## src/rtl/pwr_seq_pkg.sv

```systemverilog
package pwr_seq_pkg;
  localparam int NDOM   = 7;
  localparam int NWAKE  = 6;
  localparam int MODE_W = 3;

  localparam int D_TIMER = 0;
  localparam int D_OSC   = 1;
  localparam int D_MEM   = 2;
  localparam int D_PER   = 3;
  localparam int D_COPRO = 4;
  localparam int D_CPU   = 5;
  localparam int D_RADIO = 6;

  localparam int W_MAC   = 0;
  localparam int W_SDIO  = 1;
  localparam int W_TIMER = 2;
  localparam int W_GPIO  = 3;
  localparam int W_EXT   = 4;
  localparam int W_COPRO = 5;

  typedef enum logic [MODE_W-1:0] {
    PM_OFF    = 3'd0,
    PM_ACTIVE = 3'd1,
    PM_MODEM  = 3'd2,
    PM_LIGHT  = 3'd3,
    PM_DEEP   = 3'd4,
    PM_HIBER  = 3'd5
  } pm_mode_e;

  function automatic logic [NDOM-1:0] dom_mask(pm_mode_e m);
    logic [NDOM-1:0] r;
    r = '0;
    case (m)
      PM_ACTIVE: r = '1;
      PM_MODEM: begin
        r = '1;
        r[D_RADIO] = 1'b0;
      end
      PM_LIGHT, PM_DEEP: begin
        r[D_TIMER] = 1'b1;
        r[D_OSC]   = 1'b1;
        r[D_MEM]   = 1'b1;
        r[D_PER]   = 1'b1;
        r[D_COPRO] = 1'b1;
      end
      PM_HIBER: r[D_TIMER] = 1'b1;
      default: r = '0;
    endcase
    return r;
  endfunction

  function automatic logic [NWAKE-1:0] wake_allow(pm_mode_e m);
    logic [NWAKE-1:0] r;
    r = '0;
    case (m)
      PM_LIGHT: begin
        r[W_MAC]   = 1'b1;
        r[W_SDIO]  = 1'b1;
        r[W_TIMER] = 1'b1;
        r[W_EXT]   = 1'b1;
      end
      PM_DEEP: begin
        r[W_TIMER] = 1'b1;
        r[W_GPIO]  = 1'b1;
        r[W_COPRO] = 1'b1;
      end
      PM_HIBER: begin
        r[W_TIMER] = 1'b1;
        r[W_GPIO]  = 1'b1;
      end
      default: r = '0;
    endcase
    return r;
  endfunction

  function automatic logic is_sleep(pm_mode_e m);
    return (m == PM_LIGHT) || (m == PM_DEEP) || (m == PM_HIBER);
  endfunction
endpackage

```

## src/rtl/pwr_wake_sel.sv

```systemverilog
module pwr_wake_sel
  import pwr_seq_pkg::*;
#(
  parameter int NW = NWAKE
) (
  input  pm_mode_e         cur_mode,
  input  logic             armed,
  input  logic [NW-1:0]    wake_in,
  input  logic [NW-1:0]    allow,
  output logic             hit,
  output logic [NW-1:0]    pick
);
  logic [NW-1:0] live;
  logic          is_deep;

  assign is_deep = (cur_mode == PM_DEEP) || (cur_mode == PM_HIBER);
  assign live    = armed ? (wake_in & allow) : '0;
  assign hit     = |live;

  always_comb begin
    logic seen;
    seen = 1'b0;
    pick = '0;
    for (int i = 0; i < NW; i++) begin
      if (!seen && live[i]) begin
        pick[i] = 1'b1;
        seen    = 1'b1;
      end
    end
  end

  logic unused_deep;
  assign unused_deep = is_deep;
endmodule

```

## src/rtl/pwr_cause_reg.sv

```systemverilog
module pwr_cause_reg #(
  parameter int NW = 6
) (
  input  logic          clk,
  input  logic          rst_n,
  input  logic          clr,
  input  logic          hit,
  input  logic [NW-1:0] pick,
  output logic [NW-1:0] cause
);
  always_ff @(posedge clk or negedge rst_n) begin
    if (!rst_n) begin
      cause <= '0;
    end else if (clr) begin
      cause <= '0;
    end else if (hit && (cause == '0)) begin
      cause <= pick;
    end
  end
endmodule

```

## src/rtl/pwr_dom_stepper.sv

```systemverilog
module pwr_dom_stepper #(
  parameter int ND       = 7,
  parameter int STEP_CYC = 1
) (
  input  logic          clk,
  input  logic          rst_n,
  input  logic          kill,
  input  logic          run,
  input  logic [ND-1:0] tgt,
  output logic [ND-1:0] dom,
  output logic          match
);
  localparam int CW = (STEP_CYC > 1) ? $clog2(STEP_CYC) : 1;

  logic [ND-1:0] nxt;
  logic [CW-1:0] cnt_q;
  logic          tick;

  assign match = (dom == tgt);
  assign tick  = (cnt_q == CW'(STEP_CYC - 1));

  always_comb begin
    logic [ND-1:0] down;
    logic [ND-1:0] up;
    logic          done;
    down = dom & ~tgt;
    up   = tgt & ~dom;
    nxt  = dom;
    done = 1'b0;
    for (int i = ND - 1; i >= 0; i--) begin
      if (!done && down[i]) begin
        nxt[i] = 1'b0;
        done   = 1'b1;
      end
    end
    for (int i = 0; i < ND; i++) begin
      if (!done && up[i]) begin
        nxt[i] = 1'b1;
        done   = 1'b1;
      end
    end
  end

  always_ff @(posedge clk or negedge rst_n) begin
    if (!rst_n) begin
      dom   <= '0;
      cnt_q <= '0;
    end else if (kill) begin
      dom   <= '0;
      cnt_q <= '0;
    end else if (run && !match) begin
      if (tick) begin
        dom   <= nxt;
        cnt_q <= '0;
      end else begin
        cnt_q <= cnt_q + CW'(1);
      end
    end else begin
      cnt_q <= '0;
    end
  end
endmodule

```

## src/rtl/pwr_seq_ctrl.sv

```systemverilog
module pwr_seq_ctrl
  import pwr_seq_pkg::*;
#(
  parameter int STEP_CYC = 1
) (
  input  logic              clk,
  input  logic              rst_n,
  input  logic              chip_pu,
  input  logic              wifi_en,
  input  logic              req_valid,
  input  logic [MODE_W-1:0] req_mode,
  output logic              req_ready,
  input  logic [NWAKE-1:0]  wake_in,
  input  logic              cause_clr,
  output logic [NDOM-1:0]   dom_en,
  output logic [MODE_W-1:0] mode,
  output logic              busy,
  output logic              restart,
  output logic [NWAKE-1:0]  wake_cause
);
  pm_mode_e mode_q, tgt_q, rq;
  logic     busy_q, rst_q;
  logic     awake, legal, take, armed, hit, match;
  logic [NWAKE-1:0] pick;

  assign rq        = pm_mode_e'(req_mode);
  assign awake     = (mode_q == PM_ACTIVE) || (mode_q == PM_MODEM);
  assign req_ready = chip_pu && !busy_q && awake;
  assign take      = req_valid && req_ready && legal;
  assign armed     = chip_pu && !busy_q && is_sleep(mode_q);

  always_comb begin
    case (rq)
      PM_ACTIVE, PM_MODEM:         legal = (rq != mode_q);
      PM_LIGHT, PM_DEEP, PM_HIBER: legal = !wifi_en;
      default:                     legal = 1'b0;
    endcase
  end

  pwr_wake_sel #(.NW(NWAKE)) u_wake (
    .cur_mode (mode_q),
    .armed    (armed),
    .wake_in  (wake_in),
    .allow    (wake_allow(mode_q)),
    .hit      (hit),
    .pick     (pick)
  );

  pwr_cause_reg #(.NW(NWAKE)) u_cause (
    .clk   (clk),
    .rst_n (rst_n),
    .clr   (cause_clr),
    .hit   (hit),
    .pick  (pick),
    .cause (wake_cause)
  );

  pwr_dom_stepper #(.ND(NDOM), .STEP_CYC(STEP_CYC)) u_step (
    .clk   (clk),
    .rst_n (rst_n),
    .kill  (!chip_pu),
    .run   (busy_q),
    .tgt   (dom_mask(tgt_q)),
    .dom   (dom_en),
    .match (match)
  );

  always_ff @(posedge clk or negedge rst_n) begin
    if (!rst_n) begin
      mode_q <= PM_OFF;
      tgt_q  <= PM_OFF;
      busy_q <= 1'b0;
      rst_q  <= 1'b0;
    end else if (!chip_pu) begin
      mode_q <= PM_OFF;
      tgt_q  <= PM_OFF;
      busy_q <= 1'b0;
      rst_q  <= 1'b0;
    end else if (busy_q) begin
      if (match) begin
        mode_q <= tgt_q;
        busy_q <= 1'b0;
        rst_q  <= 1'b0;
      end
    end else if (mode_q == PM_OFF) begin
      tgt_q  <= PM_ACTIVE;
      busy_q <= 1'b1;
      rst_q  <= 1'b1;
    end else if (take) begin
      tgt_q  <= rq;
      busy_q <= 1'b1;
    end else if (hit) begin
      tgt_q  <= PM_ACTIVE;
      busy_q <= 1'b1;
      rst_q  <= (mode_q == PM_DEEP) || (mode_q == PM_HIBER);
    end
  end

  assign mode    = mode_q;
  assign busy    = busy_q;
  assign restart = rst_q;
endmodule

```

## config.mk

```make
export PLATFORM = sky130hd
export DESIGN_NAME = pwr_seq_ctrl
export DESIGN_NICKNAME = d
export VERILOG_FILES = /design/src/rtl/pwr_seq_pkg.sv /design/src/rtl/pwr_wake_sel.sv /design/src/rtl/pwr_cause_reg.sv /design/src/rtl/pwr_dom_stepper.sv /design/src/rtl/pwr_seq_ctrl.sv
export SDC_FILE = /design/constraint.sdc
export NUM_CORES = 1
export LEC_CHECK = 0
export BUFFER_PORTS_ARGS = -buffer_cell sky130_fd_sc_hd__buf_4
export CORE_MARGIN = 1
export CORE_UTILIZATION = 45
export CTS_BUF_LIST = sky130_fd_sc_hd__clkbuf_16
export DETAILED_ROUTE_END_ITERATION = 7
export PLACE_DENSITY = 0.82
export SLEW_MARGIN = 20
export SYNTH_ARGS = -nofsm -noshare
export SYNTH_HDL_FRONTEND = slang
export SYNTH_SLANG_ARGS = --single-unit
```

## constraint.sdc

```tcl
create_clock -name clk -period 2.7 [get_ports clk]
set_clock_uncertainty 0.2 [all_clocks]
set_input_delay 0.27 -clock clk [delete_from_list [all_inputs] [get_ports clk]]
set_output_delay 0.27 -clock clk [all_outputs]
set_load 0.02 [all_outputs]
```

==> metrics.md <==
| Metric | Value |
|---|---|
| Run status | finished, final reports clean |
| Max Fclk | 384 MHz |
| CTS Sinks | 21 |
| # IOs | 34 |
| Sequential cell area | 528 um^2 |
| Global-route wire length before repair | 5.55 mm |
| Drt via density | 5.45 |
| Share of cells above drive strength 1 | 0.255 |
| DIE WIDTH | 58.9 um |
| Max-slew violations | 0 |
| Initial Utilization | 0.477 |
| P_leak | 0.890 nW |
| Critical path type | register to register |
| Crit path time final | 2.60 ns |
| Hold Crit Depth | 2 |
| Synth warnings | 0 |
| DRT Pass-1 Iters | 4 |
| Skew-Pair Late Insertion Delay | 0.25 ns |
| CP Max Fanout | 7 |
| Synth Register Bits | 21 |
| Largest net degree at the start of global routing | 22 |
| Synthesized area per cell | 8.71 um^2 |
| Period utilisation layout | 0.965 |
| Port bufs | 33 |
| Die area | 0.00347 mm^2 |
| Crit-path max cell delay | 0.46 ns |
| Area grow syn2layout | 29.8% |
| Overall Global Routing Usage | 0.214 |
| Antenna diodes | 0 |
| Relative slew slack | 0.618 |
| Final TNS setup | 0 ns |
| CTS buffer count | 3 |
| Grt total ovfl | 0 |
| Root buf cell | clkbuf_16 |
| Hold path start | cause_clr |
| Multi-input gate area | 856 um^2 |
| Detailed Route WL | 3.30 mm |
| CTS tree | built |
| R2R Path Start | tgt_q[1] |
| Clk pin slew, worst setup/hold paths | 0.06 ns |
| Slowest-stage cell, CP | dfrtp_2 |
| Crit. End Element | register |
| Worst hold path type | input port to register |
| Final Util | 0.619 |
| Avg WL per Cell | 13.3 um |
| H-tree Lvls | 1 |
| Worst R2R Path Depth | 8 |
| DRC viols | 0 |
| Worst slew pin tran | 0.559 ns |
| Core area | 0.00305 mm^2 |
| Power per standard cell area | 515 mW/mm^2 |
| Mapped Cells | 167 |
| Startpoint types | register |
| Via count | 1351 |
| Synthesized cell area | 0.00146 mm^2 |
| Distinct cells, synth | 46 |
| FILL cells | 281 |
| Async SR Flop Fraction | 1.00 |
| Crit path arrival time | 2.55 ns |
| Vias in the first global route | 1279 |
| Post-synth EDFFs | 0 |
| Net count after synthesis | 196 |
| Gp weighted congestion | 0.890 |
| Critical path startpoint | tgt_q[1] |
| Hpwl dp | 2.45 mm |
| Maxcap violations | 0 |
| Iter 0 DRT Violations | 130 |
| Clock buffer depth | 2 |
| Most frequent cells in the layout | 38 x buf_4, 21 x nor2_1, 20 x inv_1 |
| Die H | 58.9 um |
| Most common cell after layout, fill and taps aside | buf_4 |
| Initial antenna violation count | 0 |
| Num rows | 20 |
| Top_reg_cell synth | dfrtp_1 |
| CP required | 2.65 ns |
| VDD IR-drop max | 272 uV |
| Register area share after synthesis | 0.361 |
| Final nets | 234 |
| Final setup vio count | 0 |
| Final ANT Viol Nets | 0 |
| CP Cell Sequence | xor2_2, nor2b_4, inv_1, ha_1, or3_1, nor4_4, a31oi_1, a311oi_1 |
| Final Hold Viols | 0 |
-- cells by family (layout without fill, tap and decap cells) --
kind of cell	after synthesis	in the layout	synth area share
simple gates	60	60	0.213
compound gates	40	40	0.193
buf+inv	26	63	0.0731
flops	21	21	0.361
fa+ha+maj	14	14	0.120
xor+xnor	3	3	0.0181
mux	3	3	0.0206
-- layer usage --
layer / routed length (um) / up-vias / part of all wire / GRT usage
li1: - / 664 / - / -
met1: 1520 / 620 / 0.46 / 0.286
met2: 1510 / 62 / 0.46 / 0.352
met3: 206 / 5 / 0.062 / 0.0264
met4: 55 / 0 / 0.017 / 0.0850
met5: 0 / - / 0 / 0
-- cells in the mapped netlist (2+ instances only) --
cell type,number,share of area
nor2b_1,4,0.017
a32oi_1,2,0.012
a41oi_1,2,0.012
o21ai_0,7,0.024
buf_4,2,0.010
a31oi_1,4,0.017
nor3_1,6,0.021
dfrtp_1,21,0.36
xnor2_1,2,0.012
nand3_1,3,0.010
a21oi_1,7,0.024
clkbuf_1,3,0.0077
nand2_1,10,0.026
or3_1,3,0.013
nor2_1,21,0.054
mux2i_1,3,0.021
nand4_1,2,0.0086
ha_1,14,0.12
a21o_1,2,0.010
inv_1,20,0.052
nand3b_1,2,0.010
o311ai_0,3,0.018
-- through the flow --
stage | total power [mW] | setup slack (ns) | hold slack, ns | instances | cell area, um^2
floorplan | 0.527 | 0.0438 | -0.226 | 167 | 1460
global route | 1.03 | -0.000407 | 0.0182 | 248 | 1890
CTS | 0.960 | 0.0548 | 0.00713 | 247 | 1860
global placement | 0.635 | 0.110 | -0.0330 | 242 | 1760
finish | 0.973 | 0.0955 | 0.0141 | 248 | 1890
detailed placement | 0.638 | 0.0351 | -0.0306 | 242 | 1760
-- cell type report --
cell class                 count  area share
sequential                    21       0.279
clock inverter                 1     0.00265
clock buffer                   3      0.0397
multi-input combinational    120       0.453
inverter                      20      0.0397
timing repair buffer          39       0.156
tap                           44      0.0291
-- timing repair --
action,in CTS,in global routing
resized for setup,2,7
endpoints found under the hold margin,21,0
buffers inserted,0,1
pin swaps,0,1
hold buffers,1,0
endpoints found under the setup margin,1,5
-- power breakdown --
part           total [mW]  internal (mW)  switching (mW)
Combinational       0.299          0.134           0.166
Sequential          0.361          0.335          0.0266
Clock               0.312          0.199           0.113
-- state kept, by name, indices dropped and copies added (netlist names) --
signal and cells:
tgt_q 3, restart 1, u_step.dom 7, u_cause.cause 6
mode 3, busy 1
-- worst max-delay path, delay by kind of cell (launching register included) --
kind                       cells  cell delay, ns
and+or+nand+nor                3            0.99
DFF                            1            0.46
AOI/OAI and AO/OA              2            0.41
adders and majority gates      1            0.20
xor gates and xnor gates       1            0.19
buffers and inverters          1            0.05
-- path summary, 6_finish.rpt --
| check | slack (ns) | to |
|---|---|---|
| worst min register to register | 0.33 | u_cause.cause[1] |
| worst max register to register | 0.1 | u_step.dom[0] |
| worst max-delay path | 0.1 | u_step.dom[0] |
| worst min-delay path | 0.01 | u_cause.cause[1] |
| max in group asynchronous | 1.82 | tgt_q[1] |
| min in group asynchronous | 0.24 | u_cause.cause[1] |
(Power assumes the default switching activity.)
